==> src/rtl/sar_readout_pkg.sv <==
package sar_readout_pkg;

    typedef enum logic [2:0] {
        ST_IDLE,
        ST_CONVERT,
        ST_SHIFT,
        ST_DELIVER,
        ST_RECOVER
    } sar_state_e;

    // Device minimums in picoseconds
    localparam longint T_CONV_MAX_PS   = 500_000;
    localparam longint T_CYCLE_MIN_PS  = 750_000;
    localparam longint T_SDO_VALID_PS  = 14_000;
    localparam longint T_SCK_PER_PS    = 10_500;

endpackage

==> src/rtl/sar_cycle_timer.sv <==
module sar_cycle_timer #(
    parameter int LIMIT = 38
) (
    input  logic clk,
    input  logic rst_n,
    input  logic restart,
    output logic window_ok
);
    localparam int CW = $clog2(LIMIT + 1);
    localparam logic [CW-1:0] LIM = CW'(LIMIT);

    logic [CW-1:0] elapsed;

    always_ff @(posedge clk or negedge rst_n) begin
        if (!rst_n)
            elapsed <= LIM;
        else if (restart)
            elapsed <= CW'(1);
        else if (elapsed < LIM)
            elapsed <= elapsed + CW'(1);
    end

    assign window_ok = (elapsed >= LIM);

    // A new strobe may only start once the previous window has closed
    assert_restart_in_window_R6: assert property (@(posedge clk) disable iff (!rst_n)
        restart |-> window_ok);

endmodule

==> src/rtl/sar_sck_shifter.sv <==
module sar_sck_shifter #(
    parameter int HALF = 1,
    parameter int BITS = 18
) (
    input  logic            clk,
    input  logic            rst_n,
    input  logic            en,
    input  logic            sdo,
    output logic            sck,
    output logic [BITS-1:0] word,
    output logic            last
);
    localparam int PW = (HALF > 1) ? $clog2(HALF) : 1;
    localparam int NW = $clog2(BITS + 1);
    localparam logic [PW-1:0] PH_END = PW'(HALF - 1);
    localparam logic [NW-1:0] N_END  = NW'(BITS);

    logic [PW-1:0] phase;
    logic [NW-1:0] nbits;
    logic          sck_q;
    logic          edge_now;

    assign edge_now = en && (phase == PH_END);

    always_ff @(posedge clk or negedge rst_n) begin
        if (!rst_n) begin
            phase <= '0;
            nbits <= '0;
            sck_q <= 1'b0;
            word  <= '0;
        end else if (!en) begin
            phase <= '0;
            nbits <= '0;
            sck_q <= 1'b0;
        end else if (edge_now) begin
            phase <= '0;
            sck_q <= ~sck_q;
            if (!sck_q) begin
                word  <= {word[BITS-2:0], sdo};
                nbits <= nbits + NW'(1);
            end
        end else begin
            phase <= phase + PW'(1);
        end
    end

    assign sck  = sck_q;
    assign last = edge_now && sck_q && (nbits == N_END);

    assert_bit_count_R3: assert property (@(posedge clk) disable iff (!rst_n)
        nbits <= N_END);
    assert_sck_idle_after_R3: assert property (@(posedge clk) disable iff (!rst_n)
        $fell(en) |-> !sck_q);

endmodule

==> src/rtl/sar_readout_ctrl.sv <==
module sar_readout_ctrl
    import sar_readout_pkg::*;
#(
    parameter int CLK_PERIOD_PS = 20_000,
    parameter int CONV_CYC      = 25,
    parameter int SCK_HALF      = 1,
    parameter int CYCLE_CYC     = 38,
    parameter int DATA_BITS     = 18
) (
    input  logic                 clk,
    input  logic                 rst_n,
    input  logic                 start,
    input  logic                 adc_sdo,
    output logic                 adc_cnv,
    output logic                 adc_sck,
    output logic [DATA_BITS-1:0] data_out,
    output logic                 data_valid,
    output logic                 busy
);
    localparam int CW = $clog2(CONV_CYC + 1);
    localparam logic [CW-1:0] CONV_LAST = CW'(CONV_CYC - 1);

    sar_state_e state, nxt;
    logic [CW-1:0] conv_cnt;
    logic pend, req, window_ok, restart, shift_last;
    logic [DATA_BITS-1:0] shift_word;

    initial begin
        assert_conv_time_R8: assert (longint'(CONV_CYC) * longint'(CLK_PERIOD_PS) >= T_CONV_MAX_PS)
            else $error("R8: CONV_CYC too short");
        assert_cycle_time_R8: assert (longint'(CYCLE_CYC) * longint'(CLK_PERIOD_PS) >= T_CYCLE_MIN_PS)
            else $error("R8: CYCLE_CYC too short");
        assert_sdo_setup_R8: assert (longint'(SCK_HALF) * longint'(CLK_PERIOD_PS) >= T_SDO_VALID_PS)
            else $error("R8: SCK_HALF too short for data-valid delay");
        assert_sck_period_R8: assert (longint'(2 * SCK_HALF) * longint'(CLK_PERIOD_PS) >= T_SCK_PER_PS)
            else $error("R8: serial clock period too short");
    end

    assign req = start || pend;

    // Next-state logic
    always_comb begin
        nxt = state;
        unique case (state)
            ST_IDLE:    if (req && window_ok)         nxt = ST_CONVERT;
            ST_CONVERT: if (conv_cnt == CONV_LAST)    nxt = ST_SHIFT;
            ST_SHIFT:   if (shift_last)               nxt = ST_DELIVER;
            ST_DELIVER:                               nxt = ST_RECOVER;
            ST_RECOVER: if (window_ok)                nxt = req ? ST_CONVERT : ST_IDLE;
            default:                                  nxt = ST_IDLE;
        endcase
    end

    assign restart = (nxt == ST_CONVERT) && (state != ST_CONVERT);

    // State register and its counters
    always_ff @(posedge clk or negedge rst_n) begin
        if (!rst_n) begin
            state    <= ST_IDLE;
            conv_cnt <= '0;
            pend     <= 1'b0;
            data_out <= '0;
        end else begin
            state    <= nxt;
            conv_cnt <= (state == ST_CONVERT) ? conv_cnt + CW'(1) : '0;
            pend     <= restart ? 1'b0 : (pend || start);
            if (shift_last)
                data_out <= shift_word;
        end
    end

    // Outputs
    always_comb begin
        adc_cnv    = 1'b0;
        busy       = 1'b0;
        data_valid = 1'b0;
        unique case (state)
            ST_CONVERT: begin adc_cnv = 1'b1; busy = 1'b1; end
            ST_SHIFT:   busy = 1'b1;
            ST_DELIVER: data_valid = 1'b1;
            default:    ;
        endcase
    end

    sar_cycle_timer #(.LIMIT(CYCLE_CYC)) u_cycle (
        .clk       (clk),
        .rst_n     (rst_n),
        .restart   (restart),
        .window_ok (window_ok)
    );

    sar_sck_shifter #(.HALF(SCK_HALF), .BITS(DATA_BITS)) u_shift (
        .clk   (clk),
        .rst_n (rst_n),
        .en    (state == ST_SHIFT),
        .sdo   (adc_sdo),
        .sck   (adc_sck),
        .word  (shift_word),
        .last  (shift_last)
    );

    assert_sck_low_in_conv_R2: assert property (@(posedge clk) disable iff (!rst_n)
        adc_cnv |-> !adc_sck);
    assert_conv_length_R2: assert property (@(posedge clk) disable iff (!rst_n)
        $fell(adc_cnv) |-> $past(conv_cnt) == CONV_LAST);
    assert_valid_single_R5: assert property (@(posedge clk) disable iff (!rst_n)
        data_valid |=> !data_valid);
    assert_busy_ends_at_valid_R5: assert property (@(posedge clk) disable iff (!rst_n)
        $fell(busy) |-> data_valid);
    assert_pending_kept_R7: assert property (@(posedge clk) disable iff (!rst_n)
        (start && busy) |=> pend);

endmodule

==> config.mk <==
export PLATFORM = sky130hd
export DESIGN_NAME = sar_readout_ctrl
export DESIGN_NICKNAME = d
export VERILOG_FILES = /design/src/rtl/sar_readout_pkg.sv /design/src/rtl/sar_cycle_timer.sv /design/src/rtl/sar_sck_shifter.sv /design/src/rtl/sar_readout_ctrl.sv
export SDC_FILE = /design/constraint.sdc
export NUM_CORES = 1
export LEC_CHECK = 0
export BUFFER_PORTS_ARGS = -buffer_cell sky130_fd_sc_hd__clkbuf_2
export CAP_MARGIN = 5
export CORE_ASPECT_RATIO = 0.5
export CORE_UTILIZATION = 55
export DETAILED_ROUTE_END_ITERATION = 12
export GPL_TIMING_DRIVEN = 0
export PLACE_DENSITY = 0.82
export SETUP_SLACK_MARGIN = 0.1
export SYNTH_ARGS = -nofsm -noshare
export SYNTH_HDL_FRONTEND = slang
export SYNTH_HIERARCHICAL = 1
export SYNTH_SLANG_ARGS = --single-unit
==> constraint.sdc <==
create_clock -name clk -period 2.5 [get_ports clk]
set_clock_uncertainty 0.1 [all_clocks]
set_input_delay 0.125 -clock clk [delete_from_list [all_inputs] [get_ports clk]]
set_output_delay 0.125 -clock clk [all_outputs]
set_load 0.05 [all_outputs]
# ---- Word-level counts from Yosys, hierarchy flattened
# Index checks and enable logic that the tools add are counted.
dict set report classes {
  muxes 20
  add_sub_neg 4
  div_mod_pow 0
  multipliers 0
  n_shift 0
  n_eq_ne 10
  order_cmp 2
  reduce_logical 11
  bitwise 2
}
# cell n
set op_table {}
lappend op_table {{5-bit 2-to-1 mux} 4}
lappend op_table {{3-bit one-hot mux with 5 select lines} 1}
lappend op_table {{3-bit 2-to-1 mux} 4}
lappend op_table {{6-bit 2-to-1 mux} 2}
lappend op_table {{5-bit by 1-bit adder with 5-bit output, second input constant} 2}
lappend op_table {{5-bit == test, second input constant} 2}
lappend op_table {{1-bit 2-to-1 mux} 9}
lappend op_table {{6-bit by 1-bit adder with 6-bit output, second input constant} 1}
lappend op_table {{3-bit by 1-bit == test with 1-bit output, second input constant} 2}
lappend op_table {{3-bit by 2-bit == test with 1-bit output, second input constant} 2}
lappend op_table {{6-bit greater-or-equal comparator, second input constant} 1}
lappend op_table {{6-bit less-than comparator, second input constant} 1}
lappend op_table {{1-bit logical AND} 5}
lappend op_table {{2-bit inequality test, second input constant} 2}
lappend op_table {{3-bit == test, second input constant} 1}
lappend op_table {{3-bit zero test} 1}
lappend op_table {{3-bit by 1-bit inequality test with 1-bit output, second input constant} 1}
lappend op_table {{3-bit AND reduction} 1}
lappend op_table {{1-bit inverter} 2}
lappend op_table {{2-bit AND reduction} 1}
lappend op_table {{2-bit nonzero test} 1}
lappend op_table {{2-bit OR reduction} 1}
lappend op_table {{1-bit adder, second input constant} 1}
lappend op_table {{1-bit logical OR} 1}
dict set report totals {
  input_bits 4
  reg_bits 58
  mem_bits_rw 0
  latch_bits 0
  output_inout_bits 22
  romBits 0
  mem_count 0
  word_cells 58
}

# ---- Depth between registers and ports, before layout
# Gate-level depths: netlist (run 1).
dict set report logic_depth {
  word_depth 9
  depth_mapped 8
  depth_no_buf 8
}

# ---- Cells and area by module
# The synthesis (run 1) kept the hierarchy.
# module cells_each area_per_inst_um2 instances seq_area_each_um2
set by_module_without_submodules {}
lappend by_module_without_submodules {sar_sck_shifter 71 1094.8 1 625.6}
lappend by_module_without_submodules {sar_readout_ctrl 78 1083.5 1 675.6}
lappend by_module_without_submodules {sar_cycle_timer 34 332.8 1 153.9}

# ---- Worst setup path before layout (run 1)
# Ideal clock, no wire load.
dict set report synth_timing {
  path_kind {reg-to-reg}
  startpoint {register u_cycle.elapsed[1]}
  endpoint {register u_cycle.elapsed[0]}
  path_slack_ns 0.370
  arrival_time_ns 1.947
  required_time_ns 2.317
  synth_period_minus_slack_ns 2.130
  setup_ns 0.083
  path_stages_with_launch 8
  path_buffers 0
  path_cell_list {dfstp_2 > a211o_1 > nand2_1 > nand2_1 > inv_1 > nor4_1 > nor2_1 > a31oi_1}
}
dict set report synth_via {
  elab_chain_len 7
  elab_cells_between_ends 10
  classes_between {order compare (2); eq/ne (1); mux (4); reduce/logical (3)}
}
# element line_no
set synth_rtl {}
lappend synth_rtl {{start: declaration} sar_cycle_timer.sv:12} ;# logic [CW-1:0] elapsed;
lappend synth_rtl {{start signal: assignment} sar_cycle_timer.sv:20} ;# elapsed <= elapsed + CW'(1);
lappend synth_rtl {{6-bit greater-or-equal comparator (*)} sar_cycle_timer.sv:23} ;# assign window_ok = (elapsed >= LIM);
lappend synth_rtl {{via window_ok} sar_readout_ctrl.sv:25} ;# logic pend, req, window_ok, restart, shift_last;
lappend synth_rtl {{1-bit logical AND} sar_readout_ctrl.sv:45} ;# ST_IDLE: if (req && window_ok) nxt = ST_CONVERT;
lappend synth_rtl {{3-bit 2-to-1 mux} sar_readout_ctrl.sv:45}
lappend synth_rtl {{3-bit one-hot mux with 5 select lines (*)} sar_readout_ctrl.sv:44} ;# unique case (state)
lappend synth_rtl {{3-bit by 1-bit == test with 1-bit output (*)} sar_readout_ctrl.sv:54} ;# assign restart = (nxt == ST_CONVERT) && (state != ST_CONVERT);
lappend synth_rtl {{1-bit logical AND (*)} sar_readout_ctrl.sv:54}
lappend synth_rtl {{via restart} sar_readout_ctrl.sv:25}
lappend synth_rtl {{6-bit 2-to-1 mux or 2-bit nonzero test (tied branches)} -}
# The timed path passes the listed nets; every way through them passes the cells marked *.
# A chain may end at the register's enable or synchronous reset.

# ---- Final worst setup path (run 1)
dict set report layout_timing {
  startpoint {register state[0]}
  endpoint {register data_out[10]}
}
dict set report layout_via {
  elab_chain_len 4
}
# element line_no
set layout_rtl {}
lappend layout_rtl {{start: declaration} sar_readout_ctrl.sv:23} ;# sar_state_e state, nxt;
lappend layout_rtl {{start signal: assignment} sar_readout_ctrl.sv:64} ;# state <= nxt;
lappend layout_rtl {{3-bit by 2-bit == test with 1-bit output} sar_readout_ctrl.sv:95} ;# .en (state == ST_SHIFT),
lappend layout_rtl {{1-bit logical AND} sar_sck_shifter.sv:23} ;# assign edge_now = en && (phase == PH_END);
lappend layout_rtl {{1-bit logical AND (2 in a row)} sar_sck_shifter.sv:48} ;# assign last = edge_now && sck_q && (nbits == N_END);
lappend layout_rtl {{via shift_last} sar_readout_ctrl.sv:25}
lappend layout_rtl {{end signal: assignment} sar_readout_ctrl.sv:68} ;# data_out <= shift_word;
lappend layout_rtl {{end: declaration} sar_readout_ctrl.sv:16} ;# output logic [DATA_BITS-1:0] data_out,
# The timed path passes the listed nets, and every way through them passes these cells.

==> impl_metrics.tcl, run 1 <==
set metrics [dict create \
    syn_nets 193 \
    coreArea_sq_um 4124 \
    reg2reg_slack_ps 250 \
    path_max_fanout 10 \
    final_cells 282 \
    status "completed" \
    drt_first_pass_iters 4 \
    setup_violations 0 \
    synth_ff_type "dfrtp_1" \
    antenna_found_initial 0 \
    max_stage_delay_ps 440 \
    crit_chain "nor2_1, nand2_1, inv_2, nand2b_4, nor4_1, clkbuf_4, buf_4, mux2_2" \
    slowest_stage "dfrtp_1" \
    initial_core_util_pct 60.89 \
    cellPowerDensity_nw_per_um2 798.7 \
    timing.rr.end "data_out[10]$_DFFE_PN0P_" \
    min_period_ps 2251 \
    rr_startpoint "state[0]$_DFF_PN0_" \
    nets 233 \
    drive_gt1_share_pct 40.79 \
    syn_area_sq_um 2511 \
    rsz0062_at_grt "no" \
    crit_arrival_ps 2360 \
    synth_seq_cells 58 \
    cp.required_ps 2610 \
    insertion_delay_ps 330 \
    cts.reportedPaths.clkPinSlew_ps 60 \
    fmax_mhz 444.3 \
    ant_nets 0 \
    hpwlAfterDp_mm 2.751 \
    fin_tns_setup_ps 0 \
    hold_path.class "in2async" \
    routed_via_density 5.486 \
    finalHoldViolCount 0 \
    synthArstFlopShare_pct 100.0 \
    worst_pin_slew_ps 823.7 \
    diodes 0 \
    io_pins 26 \
    fin_crit_sh_pct 90.02 \
    port_buffers 25 \
    dpl.cell_count 263 \
    ir_drop_v 0.0004724 \
    die_w_um 97.56 \
    cts-root-buf "clkbuf_8" \
    area_delta_synth_final_pct 16.99 \
    cts_buffers 9 \
    p_leak_nw 1.480 \
    grt_max_degree 34 \
    track_usage_pct 19.92 \
    synth.avg_cell_area_sq_um 13.72 \
    htree_levels 3 \
    hold_ws_ps 340.7 \
    yosysWarnings 6 \
    reg2reg_depth 8 \
    rows 16 \
    slew_violations 0 \
    clock_path_buffers 2 \
    synth-edff-count 0 \
    cap_violations 0 \
    dieArea_sq_um 4857 \
    grt_overflow 0 \
    endpoint_kind "flop" \
    yosysSeqAreaShare_pct 57.95 \
    synth_cell_types 43 \
    place_congestion 0.7712 \
    synth_cells 183 \
    cts_sinks 58 \
    slew_headroom_pct 45.08 \
    grt_pass1_wl_mm 7.120 \
    drcViolationCount 0 \
    layout_commonest_cell "dfrtp_1" \
    worstSetupPathType "reg2reg" \
    wl_per_cell_um 14.67 \
    grt_pass1_vias 1513 \
    die_h_um 49.78 \
    cts_tree "yes" \
    num_vias 1547 \
    mostFrequentLayoutCells "dfrtp_1, mux2_2, clkbuf_2" \
    start_kind "flop" \
    drtIter0Drc 48 \
    wl_mm 4.137 \
]
==> worst max-delay path by stage <==
stage / start / endpoint / slack (ps) / cells past startpoint
6_report: state[0]$_DFF_PN0_ / data_out[10]$_DFFE_PN0P_ / 250 / 8
5_1_grt: state[0]$_DFF_PN0_ / data_out[12]$_DFFE_PN0P_ / 80 / 8
4_1_cts: state[0]$_DFF_PN0_ / data_out[15]$_DFFE_PN0P_ / 150 / 8
3_5_place_dp: u_cycle/elapsed[2]$_DFFE_PN1P_ / u_cycle/elapsed[0]$_DFFE_PN0P_ / -50 / 7
3_3_place_gp: u_cycle/elapsed[2]$_DFFE_PN1P_ / u_cycle/elapsed[0]$_DFFE_PN0P_ / 5 / 7
2_1_floorplan: u_cycle/elapsed[1]$_DFFE_PN1P_ / u_cycle/elapsed[0]$_DFFE_PN0P_ / 370 / 7
==> metrics by stage <==
stage                     area (sq um)  utilization, %  total power [W]  setup WS, ps
after floorplan                   2511               -         0.001496         370.4
after CTS                         2927           70.96         0.002361         149.5
after detailed placement          2724           66.05         0.001620        -53.43
final                             2938           71.24         0.002347         249.5
after global placement            2704           65.56         0.001573         4.939
after global routing              2938           71.24         0.002485         78.12
==> cell families (layout without fill, tap and decap cells) <==
logic type	Yosys count	count (layout)	synth area share (%)
xor gates and xnor gates	6	6	2.093
DFF	58	58	57.95
muxes	38	38	18.44
AOI/OAI and AO/OA	18	18	4.983
buffers and inverters	13	58	3.139
adders and majority gates	6	6	2.989
other	1	1	0.1493
and+or+nand+nor	43	43	10.26
==> power by group <==
group / internal [W] / total (W) / switching (W)
clock: 0.000382 / 0.000724 / 0.000342
combinational: 0.000190 / 0.000450 / 0.000259
sequential: 0.00106 / 0.00117 / 0.000114
total: 0.00163 / 0.00235 / 0.000715
==> registers in the layout, indices dropped and copies added (netlist names) <==
register         flops
data_out            18
u_shift/word        18
u_cycle/elapsed      6
conv_cnt             5
u_shift/nbits        5
state                3
pend                 1
u_shift/phase        1
u_shift/sck          1
==> per-layer routing <==
metal  GRT usage, %  part of all wire [%]  up-vias
met1          23.67                    46      780
met3          9.645                   4.8        4
met4          7.843                   1.1        0
met5              0                     0        -
li1               -                     -      721
met2          31.59                    48       42
==> repair_timing <==
action,4_1_cts,5_1_grt
resized for setup,2,3
setup endpoints to repair,13,10
buffers inserted,0,0
hold buffers,3,0
hold endpoints to repair,34,0
==> worst max-delay path, delay by kind of cell, from the launching register on <==
kind,cells,cell delay (ps)
DFF,1,440
buffers and inverters,3,680
and+or+nand+nor,4,560
muxes,1,350
==> cell usage after synthesis, types with 3 or more instances <==
cell type	number	share of area (%)
mux2_2	26	12
ha_1	6	3.0
o21ai_0	3	0.60
dfstp_2	3	3.1
xor2_1	4	1.4
inv_1	7	1.0
mux2_4	10	6.0
nand3_1	5	1.0
nand2_1	6	0.90
dfrtp_1	55	55
buf_2	3	0.60
nor2_1	12	1.8
==> final cells by class <==
cell class              count  area, sq um
plain buffers               5        51.30
clock buffers              13        148.9
clock inverters             3        15.01
fillers                   281         1186
inverters                   8        32.53
multi-input cells         112        992.2
flip-flops and latches     58         1455
well taps                  54        67.56
repair buffers             29        175.2
(Power assumes the default switching activity.)
==> run 2: changes to the inputs <==
Clock period 2.5 ns to 2.2 ns, I/O delays scaled along.
==> run 2 against run 1 <==
Core utilization grew 3.3 points. Flip-flop and latch count is the same. Total power rose by 26%. Count of clock-buffer cells in the layout is the same. First-iteration DRC count is 21% higher. Critical path depth did not move. Highest routed layer unchanged.
==> impl_metrics.tcl, run 2 (synthesis results as in run 1) <==
set metrics [dict create \
    path_max_fanout 10 \
    rsz0062_at_grt "no" \
    worst_pin_slew_ps 737.3 \
    cts_sinks 58 \
    fmax_mhz 503.3 \
    slowest_stage "dfrtp_2" \
    cts.reportedPaths.clkPinSlew_ps 60 \
    wl_per_cell_um 15.18 \
    htree_levels 3 \
    num_vias 1554 \
    track_usage_pct 20.59 \
    layout_commonest_cell "dfrtp_1" \
    hpwlAfterDp_mm 2.682 \
    cts_buffers 9 \
    setup_violations 0 \
    largestRegisters "data_out x18, u_shift/word x18, u_cycle/elapsed x6" \
    routed_via_density 5.396 \
    timing.rr.end "data_out[9]$_DFFE_PN0P_" \
    drtIter0Drc 58 \
    slew_violations 0 \
    dp_worst_setup_slack_ps -255.2 \
    finalHoldViolCount 0 \
    place_congestion 0.7445 \
    ir_drop_v 0.0005143 \
    nets 240 \
    grt_pass1_vias 1628 \
    port_buffers 25 \
    cts-root-buf "clkbuf_8" \
    cap_violations 0 \
    endpoint_kind "flop" \
    wl_mm 4.371 \
    antenna_found_initial 0 \
    grt_max_degree 31 \
    dieArea_sq_um 4857 \
    crit_arrival_ps 2110 \
    diodes 0 \
    cts_tree "yes" \
    min_period_ps 1987 \
    drive_gt1_share_pct 44.02 \
    mostFrequentLayoutCells "dfrtp_1, mux2_2, clkbuf_2" \
    totalPowerFinal_w 0.002957 \
    drcViolationCount 0 \
    worstSetupPathType "reg2reg" \
    crit_chain "nor2_1, nand2_2, inv_4, nand2b_4, nor4_4, buf_4, buf_6, mux2_2" \
    fin_util_pct 74.54 \
    hold_path.class "in2async" \
    multiInputGateArea_sq_um 1010 \
    fin_crit_sh_pct 90.32 \
    max_stage_delay_ps 440 \
    cellPowerDensity_nw_per_um2 961.9 \
    rows 16 \
    grt_pass1_wl_mm 7.341 \
    setup_slack_ps 213.0 \
    drt_first_pass_iters 5 \
    coreArea_sq_um 4124 \
    register_area_sq_um 1456 \
    area_delta_synth_final_pct 22.42 \
    die_w_um 97.56 \
    ant_nets 0 \
    io_pins 26 \
    status "completed" \
    clock_path_buffers 2 \
    p_leak_nw 1.543 \
    die_h_um 49.78 \
    start_kind "flop" \
    num-fill-cells 266 \
    grt_overflow 0 \
    reg2reg_slack_ps 210 \
    slew_headroom_pct 50.85 \
    rr_startpoint "state[0]$_DFF_PN0_" \
    initial_core_util_pct 60.89 \
    insertion_delay_ps 340 \
    cp.required_ps 2320 \
    reg2reg_depth 8 \
]
[run 2: cell types whose count changed in the layout (fill, tap and decap cells not counted), moves of 2 or more]
cell / change
buf_4: +6
buf_6: +2
bufinv_16: +2
clkinv_2: -3
[run 2: where the power goes]
group,internal [W],switching [W]
clock network,0.000694,0.000391
logic,0.000231,0.000306
registers,0.00120,0.000132
total,0.00213,0.000829
[run 2: per-stage QoR]
stage | std cells | TNS (ps) | instance area [sq um] | hold WS [ps]
global route | 288 | 0 | 3074 | 335.2
CTS | 282 | 0 | 3018 | 277.6
detailed placement | 263 | -2266 | 2730 | 103.1
floorplan | 183 | 0 | 2517 | -285.6
global placement | 262 | -1435 | 2710 | 243.8
finish | 288 | 0 | 3074 | 286.7
[run 2: metal layers]
metal  part of all wire [%]  track usage [%]  routed length [um]  up-vias
li1                       -                -                   -      744
met1                     47            24.74                2046      774
met2                     46            32.63                2028       27
met3                    4.2            7.234                 185        9
met4                    2.5            12.25                 110        0
met5                      0                0                   0        -
[run 2: worst max-delay path by stage]
stage	startpoint	endpoint	slack [ps]	cells past startpoint
global route	state[2]$_DFF_PN0_	data_out[13]$_DFFE_PN0P_	100	8
floorplan	u_shift/sck$_DFFE_PN0P_	data_out[10]$_DFFE_PN0P_	110	5
detailed placement	state[0]$_DFF_PN0_	data_out[14]$_DFFE_PN0P_	-260	8
global placement	state[0]$_DFF_PN0_	data_out[14]$_DFFE_PN0P_	-160	8
CTS	state[0]$_DFF_PN0_	data_out[13]$_DFFE_PN0P_	130	8
finish	state[0]$_DFF_PN0_	data_out[9]$_DFFE_PN0P_	210	8
[run 2: final cells by class]
class / instances / share of cell area (%)
Multi-Input combinational cell: 112 / 32.84
Sequential cell: 58 / 47.37
Clock buffer: 13 / 5.169
Clock inverter: 2 / 1.954
Timing Repair Buffer: 36 / 7.530
Tap cell: 54 / 2.198
Inverter: 8 / 1.140
Buffer: 5 / 1.791
[run 2: what timing repair did]
action / in CTS / in global routing
buffers inserted: 1 / 6
setup endpoints to repair: 20 / 19
hold buffers: 3 / 0
pin swaps: 0 / 1
resized for setup: 7 / 4
endpoints found under the hold margin: 27 / 0
[run 2: worst max-delay path, delay by kind of cell (launching register included)]
kind | cells | cell delay, ps
buffers and inverters | 3 | 450
DFF | 1 | 440
muxes | 1 | 340
and+or+nand+nor | 4 | 530
